File: src/rtl/msivc_pkg.sv
package msivc_pkg;
  localparam int unsigned EOI_OFS      = 32'h050;
  localparam int unsigned DOORBELL_OFS = 32'h054;
  localparam int unsigned PEND_OFS     = 32'h104;
  localparam int unsigned ENSET_OFS    = 32'h108;
  localparam int unsigned ENCLR_OFS    = 32'h10C;
  localparam int unsigned GRP_STRIDE   = 32'h010;
  localparam int unsigned EOI_CODE_BASE = 4;

  typedef enum logic [1:0] {
    RSEL_NONE = 2'd0,
    RSEL_PEND = 2'd1,
    RSEL_EN   = 2'd2
  } rsel_e;
endpackage

File: src/rtl/msivc_decode.sv
module msivc_decode
  import msivc_pkg::*;
#(
  parameter int NUM_GRP = 8,
  parameter int GRP_BITS = 4,
  parameter int ADDR_W = 12,
  parameter int DATA_W = 32
) (
  input  logic                         msi_wr_en,
  input  logic [DATA_W-1:0]            msi_wr_data,
  input  logic                         bus_wr_en,
  input  logic [ADDR_W-1:0]            bus_addr,
  input  logic [DATA_W-1:0]            bus_wdata,
  output logic [NUM_GRP*GRP_BITS-1:0]  set_mask,
  output logic [NUM_GRP*GRP_BITS-1:0]  clr_mask,
  output logic [NUM_GRP*GRP_BITS-1:0]  ens_mask,
  output logic [NUM_GRP*GRP_BITS-1:0]  enc_mask,
  output logic [NUM_GRP-1:0]           eoi_hit
);
  localparam int NVEC  = NUM_GRP * GRP_BITS;
  localparam int VEC_W = $clog2(NVEC);

  logic              bus_db;
  logic              bus_eoi;
  logic [VEC_W-1:0]  bus_vec;
  logic [VEC_W-1:0]  msi_vec;

  assign bus_db  = bus_wr_en && (bus_addr == ADDR_W'(DOORBELL_OFS));
  assign bus_eoi = bus_wr_en && (bus_addr == ADDR_W'(EOI_OFS));
  assign bus_vec = bus_wdata[VEC_W-1:0];
  assign msi_vec = msi_wr_data[VEC_W-1:0];

  // Doorbell decode: vector index g + NUM_GRP*b lands in group g, bit b.
  always_comb begin
    set_mask = '0;
    for (int g = 0; g < NUM_GRP; g++) begin
      for (int b = 0; b < GRP_BITS; b++) begin
        if (bus_db && (bus_vec == VEC_W'(g + NUM_GRP * b)))
          set_mask[g*GRP_BITS + b] = 1'b1;
        if (msi_wr_en && (msi_vec == VEC_W'(g + NUM_GRP * b)))
          set_mask[g*GRP_BITS + b] = 1'b1;
      end
    end
  end

  // Per-group register writes.
  always_comb begin
    clr_mask = '0;
    ens_mask = '0;
    enc_mask = '0;
    eoi_hit  = '0;
    for (int g = 0; g < NUM_GRP; g++) begin
      if (bus_wr_en && (bus_addr == ADDR_W'(PEND_OFS + GRP_STRIDE * g)))
        clr_mask[g*GRP_BITS +: GRP_BITS] = bus_wdata[GRP_BITS-1:0];
      if (bus_wr_en && (bus_addr == ADDR_W'(ENSET_OFS + GRP_STRIDE * g)))
        ens_mask[g*GRP_BITS +: GRP_BITS] = bus_wdata[GRP_BITS-1:0];
      if (bus_wr_en && (bus_addr == ADDR_W'(ENCLR_OFS + GRP_STRIDE * g)))
        enc_mask[g*GRP_BITS +: GRP_BITS] = bus_wdata[GRP_BITS-1:0];
      if (bus_eoi && (bus_wdata == DATA_W'(EOI_CODE_BASE + g)))
        eoi_hit[g] = 1'b1;
    end
  end
endmodule

File: src/rtl/msivc_group.sv
module msivc_group #(
  parameter int GRP_BITS = 4
) (
  input  logic                clk,
  input  logic                rst_n,
  input  logic [GRP_BITS-1:0] set_i,
  input  logic [GRP_BITS-1:0] clr_i,
  input  logic [GRP_BITS-1:0] ens_i,
  input  logic [GRP_BITS-1:0] enc_i,
  input  logic                eoi_i,
  output logic [GRP_BITS-1:0] pend_o,
  output logic [GRP_BITS-1:0] en_o,
  output logic                irq_o
);
  logic [GRP_BITS-1:0] pend_q, pend_d;
  logic [GRP_BITS-1:0] en_q, en_d;
  logic                mute_q, mute_d;
  logic                pend_ce, en_ce, mute_ce;

  // Next state: a doorbell set overrides a same-cycle clear.
  always_comb begin
    pend_d  = (pend_q & ~clr_i) | set_i;
    pend_ce = |(set_i | clr_i);
    en_d    = (en_q | ens_i) & ~enc_i;
    en_ce   = |(ens_i | enc_i);
    mute_d  = eoi_i;
    mute_ce = eoi_i | mute_q;
  end

  always_ff @(posedge clk or negedge rst_n) begin
    if (!rst_n) begin
      pend_q <= '0;
      en_q   <= '0;
      mute_q <= 1'b0;
    end else begin
      if (pend_ce) pend_q <= pend_d;
      if (en_ce)   en_q   <= en_d;
      if (mute_ce) mute_q <= mute_d;
    end
  end

  assign pend_o = pend_q;
  assign en_o   = en_q;
  assign irq_o  = (|(pend_q & en_q)) & ~mute_q;

  assert_set_wins_R8: assert property (@(posedge clk) disable iff (!rst_n)
    (|set_i) |=> ((pend_q & $past(set_i)) == $past(set_i)));

  assert_clear_R4: assert property (@(posedge clk) disable iff (!rst_n)
    (|(clr_i & ~set_i)) |=> ((pend_q & $past(clr_i & ~set_i)) == '0));

  assert_enable_set_R5: assert property (@(posedge clk) disable iff (!rst_n)
    (|ens_i) |=> ((en_q & $past(ens_i)) == $past(ens_i)));

  assert_eoi_dip_R7: assert property (@(posedge clk) disable iff (!rst_n)
    eoi_i |=> !irq_o);

  assert_irq_cause_R6: assert property (@(posedge clk) disable iff (!rst_n)
    irq_o |-> (|(pend_q & en_q)));
endmodule

File: src/rtl/msivc_top.sv
module msivc_top
  import msivc_pkg::*;
#(
  parameter int NUM_GRP = 8,
  parameter int GRP_BITS = 4,
  parameter int ADDR_W = 12,
  parameter int DATA_W = 32
) (
  input  logic              clk,
  input  logic              rst_n,
  input  logic              msi_wr_en,
  input  logic [DATA_W-1:0] msi_wr_data,
  input  logic              bus_wr_en,
  input  logic              bus_rd_en,
  input  logic [ADDR_W-1:0] bus_addr,
  input  logic [DATA_W-1:0] bus_wdata,
  output logic [DATA_W-1:0] bus_rdata,
  output logic [NUM_GRP-1:0] irq_o
);
  localparam int NVEC = NUM_GRP * GRP_BITS;

  logic              rst_s1_q, rst_s2_q;
  logic              rst_int_n;
  logic [NVEC-1:0]   set_mask, clr_mask, ens_mask, enc_mask;
  logic [NUM_GRP-1:0] eoi_hit;
  logic [NVEC-1:0]   pend_all, en_all;
  logic [DATA_W-1:0] rd_val;
  logic [DATA_W-1:0] rdata_q;
  rsel_e             rsel;
  logic [$clog2(NUM_GRP)-1:0] rgrp;

  // Reset: asserted at once, released two edges later.
  always_ff @(posedge clk or negedge rst_n) begin
    if (!rst_n) begin
      rst_s1_q <= 1'b0;
      rst_s2_q <= 1'b0;
    end else begin
      rst_s1_q <= 1'b1;
      rst_s2_q <= rst_s1_q;
    end
  end
  assign rst_int_n = rst_s2_q;

  msivc_decode #(
    .NUM_GRP(NUM_GRP), .GRP_BITS(GRP_BITS), .ADDR_W(ADDR_W), .DATA_W(DATA_W)
  ) u_decode (
    .msi_wr_en  (msi_wr_en),
    .msi_wr_data(msi_wr_data),
    .bus_wr_en  (bus_wr_en),
    .bus_addr   (bus_addr),
    .bus_wdata  (bus_wdata),
    .set_mask   (set_mask),
    .clr_mask   (clr_mask),
    .ens_mask   (ens_mask),
    .enc_mask   (enc_mask),
    .eoi_hit    (eoi_hit)
  );

  for (genvar g = 0; g < NUM_GRP; g++) begin : g_grp
    msivc_group #(.GRP_BITS(GRP_BITS)) u_grp (
      .clk   (clk),
      .rst_n (rst_int_n),
      .set_i (set_mask[g*GRP_BITS +: GRP_BITS]),
      .clr_i (clr_mask[g*GRP_BITS +: GRP_BITS]),
      .ens_i (ens_mask[g*GRP_BITS +: GRP_BITS]),
      .enc_i (enc_mask[g*GRP_BITS +: GRP_BITS]),
      .eoi_i (eoi_hit[g]),
      .pend_o(pend_all[g*GRP_BITS +: GRP_BITS]),
      .en_o  (en_all[g*GRP_BITS +: GRP_BITS]),
      .irq_o (irq_o[g])
    );
  end

  // Read address decode.
  always_comb begin
    rsel = RSEL_NONE;
    rgrp = '0;
    for (int g = 0; g < NUM_GRP; g++) begin
      if (bus_addr == ADDR_W'(PEND_OFS + GRP_STRIDE * g)) begin
        rsel = RSEL_PEND;
        rgrp = g[$clog2(NUM_GRP)-1:0];
      end
      if ((bus_addr == ADDR_W'(ENSET_OFS + GRP_STRIDE * g)) ||
          (bus_addr == ADDR_W'(ENCLR_OFS + GRP_STRIDE * g))) begin
        rsel = RSEL_EN;
        rgrp = g[$clog2(NUM_GRP)-1:0];
      end
    end
  end

  always_comb begin
    rd_val = '0;
    case (rsel)
      RSEL_PEND: rd_val[GRP_BITS-1:0] = pend_all[rgrp*GRP_BITS +: GRP_BITS];
      RSEL_EN:   rd_val[GRP_BITS-1:0] = en_all[rgrp*GRP_BITS +: GRP_BITS];
      default:   rd_val = '0;
    endcase
  end

  always_ff @(posedge clk or negedge rst_int_n) begin
    if (!rst_int_n) rdata_q <= '0;
    else if (bus_rd_en) rdata_q <= rd_val;
  end
  assign bus_rdata = rdata_q;

  assert_rdata_hold_R10: assert property (@(posedge clk) disable iff (!rst_int_n)
    !bus_rd_en |=> $stable(bus_rdata));

  assert_rdata_width_R3: assert property (@(posedge clk) disable iff (!rst_int_n)
    bus_rd_en |=> (bus_rdata[DATA_W-1:GRP_BITS] == '0));
endmodule

File: config.mk
export PLATFORM = sky130hd
export DESIGN_NAME = msivc_top
export DESIGN_NICKNAME = d
export VERILOG_FILES = /design/src/rtl/msivc_pkg.sv /design/src/rtl/msivc_decode.sv /design/src/rtl/msivc_group.sv /design/src/rtl/msivc_top.sv
export SDC_FILE = /design/constraint.sdc
export NUM_CORES = 1
export LEC_CHECK = 0
export ABC_AREA = 0
export BUFFER_PORTS_ARGS = -buffer_cell sky130_fd_sc_hd__buf_2
export CAP_MARGIN = 25
export CORE_MARGIN = 3
export CORE_UTILIZATION = 55
export DETAILED_ROUTE_END_ITERATION = 6
export GPL_ROUTABILITY_DRIVEN = 0
export PLACE_DENSITY = 0.83
export SLEW_MARGIN = 20
export SYNTH_ARGS = -nofsm -noshare
export SYNTH_HDL_FRONTEND = slang
export SYNTH_SLANG_ARGS = --single-unit
File: constraint.sdc
create_clock -name clk -period 4.6 [get_ports clk]
set_clock_uncertainty 0.1 [all_clocks]
set_input_delay 0 -clock clk [delete_from_list [all_inputs] [get_ports clk]]
set_output_delay 0 -clock clk [all_outputs]
set_load 0.03 [all_outputs]
# Word level (Yosys, flattened, before mapping)
# Cells that the tools add are included.
[totals] out_inout_bits=40 ff_bits=78 word_cells=482
[classes] muxes=127 n_reduce_logical=132 n_eq_ne=98 shift=2 n_bitwise=96
[ops] operator="12-bit by 9-bit equality test with 1-bit output (second input constant)" count=24
[ops] operator="5-bit equality test (second input constant)" count=32
[ops] operator="32-bit by 3-bit equality test with 1-bit output (second input constant)" count=4
[ops] operator="32-bit by 4-bit equality test with 1-bit output (second input constant)" count=4
[ops] operator="4-bit bitwise OR" count=32
[ops] operator="1-bit logical AND" count=98
[ops] operator="4-bit bitwise AND" count=24
[ops] operator="4-bit 2-to-1 mux" count=24
[ops] operator="4-bit OR reduction" count=24
[ops] operator="5-bit by 4-bit equality test with 1-bit output (second input constant)" count=16
[ops] operator="1-bit 2-to-1 mux" count=74
[ops] operator="4-bit NOT" count=16
[ops] operator="32-bit by 6-bit indexed part select with 4-bit output" count=2
[ops] operator="5-bit by 3-bit equality test with 1-bit output (second input constant)" count=8
[ops] operator="3-bit 2-to-1 mux" count=13
[ops] operator="2-bit 2-to-1 mux" count=15
[ops] operator="12-bit by 7-bit equality test with 1-bit output (second input constant)" count=2
[ops] operator="5-bit by 2-bit equality test with 1-bit output (second input constant)" count=4
[ops] operator="5-bit by 1-bit equality test with 1-bit output (second input constant)" count=2
[ops] operator="5-bit logical NOT" count=2
[ops] operator="1-bit bitwise AND" count=8
[ops] operator="1-bit logical OR" count=8
[ops] operator="1-bit NOT" count=8
[ops] operator="1-bit bitwise OR" count=8
[ops] operator="other kinds (3)" count=3

# Depth between registers and ports, before layout
# Gate-level depths: netlist of run 1.
[logic_depth] ltp_word=19 ltp_mapped=13 mapped_depth_nobuf=10

# By module
# A second synthesis of run 1 with hierarchy kept.
[hier_totals] cells_unflattened=659 area_unflattened_um2=5466.5
[modules_own_cells] module="msivc_group" area_per_inst_um2=324.1 instances=8 cells_per_inst=29
[modules_own_cells] module="msivc_decode" area_per_inst_um2=1707.9 instances=1 cells_per_inst=292
[modules_own_cells] module="msivc_top" area_per_inst_um2=1166.1 instances=1 cells_per_inst=135

# Worst setup path after synthesis of run 1
# OpenSTA, ideal clock, no wires.
[synth_timing] kind="input to register" from="input bus_addr[9]" to="register rdata_q[1], in the netlist bus_rdata[1]" slack_ns=1.956 setup_ns=0.132 t_required_ns=4.368 t_arrival_ns=2.412 stages=12 cell_sequence="nor3_1 > and3_1 > buf_2 > buf_2 > nand2_1 > nor2_1 > ha_1 > clkbuf_1 > mux2i_1 > o21ai_0 > a222oi_1 > o32ai_1"
[synth_via] elab_chain_len=19 word_cells_on_any_way=67 cone_classes="eq/ne (26); shift (2); mux (31); reduce/logical (8)"
[synth_lines] item="start: declaration" line="msivc_top.sv:15" source="input logic [ADDR_W-1:0] bus_addr,"
[synth_lines] item="branches (longest 18 deep; another with 12-bit by 9-bit equality test with 1-bit output)"
[synth_lines] item="4-bit one-hot mux with 2 select lines *" line="msivc_top.sv:93" source="case (rsel)"
[synth_lines] item="end signal: assignment" line="msivc_top.sv:102" source="else if (bus_rd_en) rdata_q <= rd_val;"
[synth_lines] item="end: declaration" line="msivc_top.sv:28" source="logic [DATA_W-1:0] rdata_q;"
# Mark *: on every way between the ends.
# A chain may end at the register's enable or synchronous reset.

# Final worst setup path of run 1
[layout_timing] from="input bus_addr[9]" to="register rdata_q[2], in the netlist bus_rdata[2]"
# Same word-level chain as after synthesis.

==> results_dict.tcl, run 1 <==
set metrics [dict create \
    coreArea_um2 8380 \
    cts_resized 0 \
    insertion_delay_ns 0.36 \
    drc 0 \
    critPathRequiredTime_ns 4.75 \
    powerDensity_nw_per_um2 312 \
    insertedDiodeCount 0 \
    cp-start-kind "input port" \
    ys_types 59 \
    clkTransAtPathRegs_ns 0.08 \
    cts.sinks 78 \
    yosys_warnings 0 \
    period_minus_slack_ns 3.10 \
    htreeDepth 3 \
    cts_tree "done" \
    syn_inst 559 \
    cts_root_buf "clkbuf_8" \
    ys_ff_latch 78 \
    clockBufferDepth 2 \
    final_max_slew_viol_count 0 \
    drt_wl_total_mm 14.5 \
    die_w_um 99.6 \
    yosys.area_share.simple 0.197 \
    placed_cell_area_um2 4940 \
    worst_slew_pin_slew_ns 0.866 \
    synth_compound_area_frac 0.230 \
    grt_first_pass_wirelength_mm 22.9 \
    grt_pass1_vias 4363 \
    synth_most_common_cell "nand2_1" \
    detail-route-antenna-nets 0 \
    die_y_um 99.6 \
    synth_fa_ha_area_frac 0.00519 \
    grt_usage 0.298 \
    synth_area_leaders "dfrtp_1, nand2_1, o21ai_0" \
    synthTopCellsByCount "nand2_1, dfrtp_1, o21ai_0, buf_4, nor2_1" \
    fp.dieArea_um2 9930 \
    critPathMaxFanout 14 \
    yosysTopAreaCellShare 0.405 \
    io_buffers 65 \
    drt-initial-drc-count 620 \
    rsz0062_at_grt "false" \
    muxShareOfSynthArea 0.0545 \
    grt_max_degree 40 \
    synthFlopType "dfrtp_1" \
    dp_cells 685 \
    synth-edff-count 0 \
    synth-xor-area-share 0 \
    relSlewSlack 0.423 \
    endpoint_kind "register" \
    start_util 0.575 \
    maxCapViolCount 0 \
    crit_arrival_ns 3.25 \
    syn_area_um2 4820 \
    finalHoldViolations 0 \
    synth_top_family_by_area "compound AO/OA/AOI/OAI gates" \
    cts-buffers-inserted 9 \
    crit_type "input port to register" \
    period_share 0.675 \
    drive_gt1_frac 0.162 \
    syn_to_final_growth_pct 10.2 \
    hpwlAfterDp_mm 10.7 \
    wl_per_cell_um 20.2 \
    rows 33 \
    setup_viol 0 \
    nets 691 \
    firstDrtPassIters 6 \
    outcome "finished, final reports clean" \
    async_flop_share 1.00 \
    leakage_nw 2.23 \
    yosysSeqAreaShare 0.405 \
    fin_cells 718 \
    grt.overflow.total 0 \
    grt_antenna_before_repair 0 \
    ios 121 \
    hold_path.class "input port to register" \
    viasPerCell 6.42 \
    tns_ns 0 \
    syn_area_per_cell_um2 8.63 \
    vias 4613 \
    max_freq_mhz 322 \
    stdcell_area_um2 5310 \
    max-vdd-ir-drop_uv 197 \
    synth_top_area_cell "dfrtp_1" \
]
-- sequential cells by signal, summed over array words and instances (netlist names) --
signal and count:
g_grp.u_grp.pend_o 32, rst_int_n 1, rst_s1_q 1, g_grp.u_grp.en_o 32, g_grp.u_grp.mute_q 8, bus_rdata 4
-- critical path, cell delays in order --
cell,delay [ns]
buf_2,0.10
nor3_1,0.45
and3_1,0.58
nand2_1,0.18
nor2_1,0.21
ha_1,0.56
inv_1,0.21
mux4_2,0.46
a21oi_1,0.16
o21ai_0,0.10
a32o_1,0.23
-- path summary, 6_finish.rpt --
path	from	end	slack, ns	cells after the start
setup / recovery	bus_addr[9]	bus_rdata[2]$_DFFE_PN0P_	1.50	11
hold / removal	msi_wr_data[4]	g_grp[2].u_grp.pend_o[2]$_DFFE_PN0P_	0.04	5
setup reg to reg	g_grp[5].u_grp.pend_o[2]$_DFFE_PN0P_	bus_rdata[2]$_DFFE_PN0P_	2.94	5
hold reg to reg	rst_s1_q$_DFF_PN0_	rst_int_n$_DFF_PN0_	0.26	0
max in group asynchronous	rst_int_n$_DFF_PN0_	g_grp[5].u_grp.en_o[0]$_DFFE_PN0P_	3.11	1
min in group asynchronous	rst_int_n$_DFF_PN0_	g_grp[0].u_grp.pend_o[0]$_DFFE_PN0P_	0.28	0
-- cell usage in the layout (no fill, tap or decap), drive strengths merged, types with 2 or more instances in the layout --
cell,instances
buf,66
clkinv,2
o211ai,24
a31oi,5
o31ai,24
o21ai,63
and2,3
or3,3
o21a,2
and3,3
clkbuf,11
nand4,8
a22oi,21
nor3,6
ha,2
nor4,7
clkinvlp,2
a222oi,2
inv,18
nand3,23
conb,29
dlygate4sd3,17
nor2,28
o311ai,2
or2,3
nand2,83
nand2b,5
nand3b,3
a21oi,12
nor2b,13
mux4,3
dfrtp,78
mux2i,15
a211oi,5
mux2,4
-- power breakdown --
group	internal, mW	switching (mW)
clock	0.266	0.263
combinational	0.114	0.182
sequential	0.746	0.0845
-- cell type report --
type,count,area (um2)
Clock buffer,11,141
Timing Repair Buffer,83,503
Clock inverter,5,58.8
Multi-Input combinational cell,418,2460
Tap cell,105,131
Sequential cell,78,1950
Inverter,18,67.6
Fill cell,730,3070
-- kinds of logic (layout without fill, tap and decap cells) --
family                   Yosys count  after routing
other                              2             29
multiplexers                      22             22
AND/OR/NAND/NOR                  195            195
buffers and inverters             90            117
adder cells (fa/ha/maj)            2              2
flip-flops                        78             78
AO/OA/AOI/OAI                    170            170
-- layer usage --
| metal | global-route usage | part of all wire | up-vias |
|---|---|---|---|
| met5 | 0 | 0 | - |
| met4 | 0.114 | 0.029 | 0 |
| met2 | 0.456 | 0.45 | 354 |
| met1 | 0.398 | 0.38 | 2155 |
| li1 | - | - | 2060 |
| met3 | 0.0933 | 0.14 | 44 |
-- repair_timing --
action                    CTS  global route
setup buffers               0             0
hold endpoints to repair   31             0
hold buffers               17             0
-- per-stage QoR --
step	total power, mW	worst slack, ns	hold slack [ns]	util
floorplan	1.03	1.96	-0.396	-
global placement	1.10	1.38	-0.314	0.590
CTS	1.64	1.64	0.0229	0.634
global route	1.71	1.35	0.0691	0.634
detailed placement	1.11	1.26	-0.313	0.590
finish	1.66	1.50	0.0375	0.634
Note: power is estimated with default switching activity, not from simulation.
==> run 2, diff against run 1 <==
Settings changed: CORE_UTILIZATION 55 to 49, PLACE_DENSITY 0.83 to 0.78.
Clock period 4.6 ns to 2.7 ns, I/O delays scaled along.
==> run 2 against run 1 <==
Die area rose by 11%. Wire length is 0.14% lower. Global-route usage shrank 4.0 points. Flip-flop and latch count unchanged. Setup slack worse by 1.1 ns. Design area grew 1.5%. Cell count up 4.3%. Non-clock buffer count grew 7. Clock power up 70%. Utilization is 6.1 points lower. Total power grew 70%. Clock-buffer cell count unchanged. Highest routed layer unchanged.
==> results_dict.tcl, run 2 (same netlist as run 1, synthesis figures left out) <==
set metrics [dict create \
    dp_cells 717 \
    cts_root_buf "clkbuf_8" \
    coreArea_um2 9420 \
    r2r_start "g_grp[5].u_grp.pend_o[0]$_DFFE_PN0P_" \
    r2r-end "bus_rdata[0]$_DFFE_PN0P_" \
    final_max_slew_viol_count 0 \
    rsz0062_at_grt "false" \
    grt_max_degree 37 \
    max-vdd-ir-drop_uv 259 \
    endpoint_kind "register" \
    fin_cells 749 \
    syn_to_final_growth_pct 11.8 \
    setup_viol 0 \
    viasPerCell 6.09 \
    fp.dieArea_um2 11100 \
    postCtsSetupBuffers 0 \
    wl_per_cell_um 19.4 \
    drc 0 \
    critPathRequiredTime_ns 2.83 \
    reg2reg_setup_slack_ns 1.05 \
    max_freq_mhz 435 \
    p_switching_mw 0.895 \
    power.share.clock 0.318 \
    cts-buffers-inserted 9 \
    firstDrtPassIters 7 \
    worstHoldEndpoint "g_grp[5].u_grp.en_o[1]$_DFFE_PN0P_" \
    clkTransAtPathRegs_ns 0.08 \
    cts_tree "done" \
    die_y_um 105 \
    p_int_mw 1.92 \
    hpwlAfterDp_mm 10.9 \
    htreeDepth 3 \
    insertedDiodeCount 0 \
    clockBufferDepth 2 \
    crit_type "input port to register" \
    hold_buffers 16 \
    start_util 0.512 \
    pwr-share-comb 0.181 \
    insertion_delay_ns 0.36 \
    grt_pass1_vias 4198 \
    cts_resized 0 \
    outcome "finished, final reports clean" \
    nets 698 \
    detail-route-antenna-nets 0 \
    drt_wl_total_mm 14.5 \
    grt.overflow.total 0 \
    critPathMaxFanout 13 \
    cp_cell_sequence "buf_2 > nor3_1 > and3_1 > nand2_1 > nor2_1 > ha_1 > mux2i_1 > o21ai_0 > a222oi_1 > o2bb2ai_1" \
    leakage_nw 2.28 \
    ios 121 \
    hold_path.startpoint "bus_addr[8]" \
    die_w_um 105 \
    final_common_cell "nand2_1" \
    drt-initial-drc-count 482 \
    pwr-share-seq 0.501 \
    netSwitchingFraction 0.318 \
    grt_usage 0.258 \
    relSlewSlack 0.551 \
    drive_gt1_frac 0.173 \
    finalHoldViolations 0 \
    worst_slew_pin_slew_ns 0.674 \
    grt_first_pass_wirelength_mm 22.5 \
    period_minus_slack_ns 2.30 \
    grt_antenna_before_repair 0 \
    vias 4560 \
    layout_common_cells "nand2_1, dfrtp_1, buf_2" \
    holdPathStages 4 \
    rows 35 \
    crit_path_max_incr_delay_ns 0.61 \
    rr_worst_depth 4 \
    tns_ns 0 \
    powerDensity_nw_per_um2 523 \
    hold_path.class "input port to register" \
    period_share 0.852 \
    slowest_stage "ha_1" \
    cts.sinks 78 \
    cp-start-kind "input port" \
    crit_arrival_ns 2.43 \
    maxCapViolCount 0 \
    num-fill-cells 824 \
    io_buffers 65 \
]
[run 2: cell types whose count changed in the layout (fill, tap and decap cells not counted), sizes merged]
cell / before / now
clkinv: 2 / 3
buf: 66 / 74
clkinvlp: 2 / 0
dlygate4sd3: 17 / 16
inv: 18 / 19
[run 2: worst max path at each step]
| stage | slack [ns] | to | cells after the start | start |
|---|---|---|---|---|
| floorplan | 0.06 | bus_rdata[1]$_DFFE_PN0P_ | 12 | bus_addr[9] |
| global placement | 0.19 | bus_rdata[2]$_DFFE_PN0P_ | 10 | bus_addr[9] |
| detailed placement | 0.08 | bus_rdata[2]$_DFFE_PN0P_ | 10 | bus_addr[9] |
| CTS | 0.46 | bus_rdata[2]$_DFFE_PN0P_ | 10 | bus_addr[9] |
| global route | 0.26 | bus_rdata[2]$_DFFE_PN0P_ | 10 | bus_addr[9] |
| finish | 0.40 | bus_rdata[0]$_DFFE_PN0P_ | 10 | bus_addr[9] |
[run 2: stage by stage]
stage          area (um2)  setup WS, ns  hold slack [ns]   util  total power [mW]
3_3_place_gp         5030         0.187           -0.315  0.535              1.88
5_1_grt              5390         0.264           0.0562  0.573              2.93
4_1_cts              5390         0.461           0.0244  0.573              2.80
6_report             5390         0.399           0.0356  0.573              2.82
3_5_place_dp         5030        0.0785           -0.313  0.535              1.90
2_1_floorplan        4920        0.0563           -0.396      -              1.76
[run 2: power by group through the flow]
stage                     clock (mW)  sequential (mW)  combinational [mW]
after global placement             0             1.42               0.466
after CTS                      0.904             1.40               0.501
after floorplan                    0             1.36               0.392
final                          0.897             1.41               0.511
after global routing           0.958             1.42               0.554
after detailed placement           0             1.42               0.479
[run 2: routing by layer]
metal | GRT usage | vias to the layer above | part of all wire
met1 | 0.349 | 2129 | 0.39
met4 | 0.0694 | 0 | 0.020
met2 | 0.396 | 319 | 0.46
met5 | 0 | - | 0
met3 | 0.0900 | 34 | 0.13
li1 | - | 2078 | -
[run 2: cell type report]
type | instances | area [um2] | area share
sequential | 78 | 1950 | 0.362
clock inverter | 5 | 57.6 | 0.0107
multi-input combinational | 418 | 2460 | 0.456
clock buffer | 11 | 141 | 0.0262
timing repair buffer | 90 | 553 | 0.103
tap | 129 | 161 | 0.0299
inverter | 18 | 67.6 | 0.0125
[run 2: worst max-delay path: cells and delay by family]
kind            cells  cell delay [ns]
fa+ha+maj           1             0.61
buf+inv             1             0.10
simple gates        4             0.78
compound gates      3             0.67
mux                 1             0.27
==> run 3, diff against run 2 <==
Settings changed: ABC_AREA 0 to 1, CORE_UTILIZATION 49 to 50, PLACE_DENSITY 0.78 to 0.79.
==> run 3 against run 2 <==
First-iteration DRC count grew 50%. Die area grew 6.5%. Global-route usage grew 3.7 points. Critical path type unchanged.
==> results_dict.tcl, run 3 <==
set metrics [dict create \
    syn_area_per_cell_um2 7.30 \
    period_share 0.848 \
    cts.sinks 78 \
    firstDrtPassIters 5 \
    rows 36 \
    power.share.clock 0.330 \
    wl_per_cell_um 18.2 \
    grtUsageMet3 0.0555 \
    cp-start-kind "input port" \
    synth_area_leaders "dfrtp_1, nand2_1, o21ai_0" \
    ff_latch_area_um2 1950 \
    grt_first_pass_wirelength_mm 26.8 \
    yosysTopAreaCellShare 0.371 \
    grt_pass1_vias 5388 \
    nets 865 \
    max-vdd-ir-drop_uv 274 \
    met2_usage 0.462 \
    die_w_um 109 \
    yosysSeqAreaShare 0.371 \
    clkTransAtPathRegs_ns 0.08 \
    detail-route-antenna-nets 0 \
    grt.overflow.total 0 \
    crit_type "input port to register" \
    insertedDiodeCount 0 \
    rsz0062_at_grt "false" \
    critPathRequiredTime_ns 2.87 \
    leakage_nw 2.73 \
    cts_root_buf "clkbuf_8" \
    grt_antenna_before_repair 0 \
    ys_types 36 \
    powerDensity_nw_per_um2 515 \
    syn_to_final_growth_pct 12.2 \
    grt-busiest-layer "met2" \
    ys_ff_latch 78 \
    synthFlopType "dfrtp_1" \
    multi_input_area_um2 2730 \
    die_y_um 109 \
    syn_inst 721 \
    fin_cells 920 \
    worst_slew_pin_slew_ns 0.867 \
    finalHoldViolations 0 \
    insertion_delay_ns 0.37 \
    grt_max_degree 77 \
    synth-edff-count 0 \
    hold_path.class "input port to register" \
    start_util 0.526 \
    tns_ns 0 \
    drt_wl_total_mm 16.7 \
    synth_most_common_cell "nand2_1" \
    fin_util 0.591 \
    pwr-share-comb 0.210 \
    endpoint_kind "register" \
    drt-initial-drc-count 721 \
    yosys_warnings 0 \
    p_int_mw 2.05 \
    outcome "finished, final reports clean" \
    netSwitchingFraction 0.327 \
    clockBufferDepth 2 \
    coreArea_um2 10000 \
    drc 0 \
    maxCapViolCount 0 \
    max_freq_mhz 437 \
    htreeDepth 3 \
    hold-worst-slack_ns 0.0309 \
    num-fill-cells 940 \
    pwr-share-seq 0.460 \
    ios 121 \
    syn_area_um2 5260 \
    grt_usage 0.295 \
    p_switching_mw 0.993 \
    layout_common_cells "nand2_1, dfrtp_1, o21ai_0" \
    viasPerCell 6.09 \
    synthTopCellsByCount "nand2_1, dfrtp_1, o21ai_0, inv_1, nand3_1" \
    drive_gt1_frac 0.158 \
    final_common_cell "nand2_1" \
    grt_use_met1 0.400 \
    period_minus_slack_ns 2.29 \
    hpwlAfterDp_mm 12.2 \
    critPathMaxFanout 27 \
    fp.dieArea_um2 11800 \
    cts_tree "done" \
    relSlewSlack 0.422 \
    crit_arrival_ns 2.46 \
    dp_cells 894 \
    io_buffers 65 \
    vias 5606 \
    setup_viol 0 \
    cts-buffers-inserted 9 \
    synth_top_area_cell "dfrtp_1" \
    async_flop_share 1.00 \
    final_max_slew_viol_count 0 \
]
run 3: cell types whose count changed after synthesis, sizes merged, moves of 15 or more:
cell    previous run  this run
mux2i             15         0
nand4              8        25
nor2              28        62
nand2             83       175
a21boi             1        16
inv               18        69
o31ai             24         0
nand3             23        57
run 3: critical path, cell delays in order:
cell and delay [ns]:
buf_2 0.09, inv_1 0.03, nand2_1 0.12, nor2_1 0.11, nand2_1 0.21, inv_2 0.10
o22ai_1 0.17, nand4_1 0.10, nor3_1 0.13, nand4_1 0.14, ha_1 0.26, buf_12 0.17
o21ai_0 0.27, nand4_1 0.16, nand3_1 0.14, nand3_1 0.09, nand3_1 0.12, nand2_1 0.05
run 3: repair_timing:
item,CTS,global route
setup endpoints to repair,0,1
hold endpoints to repair,34,0
buffers inserted,0,0
hold buffers,9,0
gates resized for setup,0,1
run 3: routing by layer:
layer,vias up,part of all wire,routed length [um]
met3,58,0.12,1940
li1,2521,-,-
met4,0,0.037,626
met5,-,0,0
met1,2636,0.38,6430
met2,391,0.46,7730
run 3: power groups by stage:
| stage | clock network, mW | registers (mW) | logic, mW |
|---|---|---|---|
| after floorplan | 0 | 1.37 | 0.472 |
| after global placement | 0 | 1.40 | 0.590 |
| after detailed placement | 0 | 1.41 | 0.610 |
| after CTS | 1.00 | 1.39 | 0.624 |
| after global routing | 1.05 | 1.41 | 0.703 |
| final | 1.00 | 1.40 | 0.638 |
run 3: stage by stage:
step           instance area, um2  power [mW]  worst slack, ns
3_5_place_dp                 5560        2.02            0.122
5_1_grt                      5910        3.16           0.0862
3_3_place_gp                 5550        1.99            0.156
2_1_floorplan                5360        1.84            0.267
6_report                     5910        3.04            0.409
4_1_cts                      5880        3.01            0.489
run 3: final timing paths:
kind	start	end	slack, ns	cells past startpoint
max in group asynchronous	rst_int_n$_DFF_PN0_	g_grp[3].u_grp.en_o[2]$_DFFE_PN0P_	1.78	2
min in group asynchronous	rst_int_n$_DFF_PN0_	g_grp[1].u_grp.pend_o[2]$_DFFE_PN0P_	0.16	1
worst min-delay path	bus_wdata[25]	g_grp[2].u_grp.mute_q$_DFFE_PN0P_	0.03	4
worst max register to register	g_grp[0].u_grp.pend_o[3]$_DFFE_PN0P_	bus_rdata[3]$_DFFE_PN0P_	1.26	6
worst min register to register	rst_int_n$_DFF_PN0_	g_grp[1].u_grp.pend_o[2]$_DFFE_PN0P_	0.16	1
worst max-delay path	bus_addr[0]	bus_rdata[3]$_DFFE_PN0P_	0.41	18
run 3: area by class of cell:
class | instances | area share
multi-input combinational | 534 | 0.463
clock buffer | 11 | 0.0239
tap | 133 | 0.0282
timing repair buffer | 90 | 0.0968
sequential | 78 | 0.331
clock inverter | 5 | 0.0140
inverter | 69 | 0.0439
run 3: logic make-up after synthesis:
logic type               share of synthesized area
AO/OA/AOI/OAI                                0.193
adder cells (fa/ha/maj)                    0.00476
buffers and inverters                        0.129
flip-flops                                   0.371
multiplexers                               0.00856
other                                      0.00143
AND/OR/NAND/NOR                              0.292
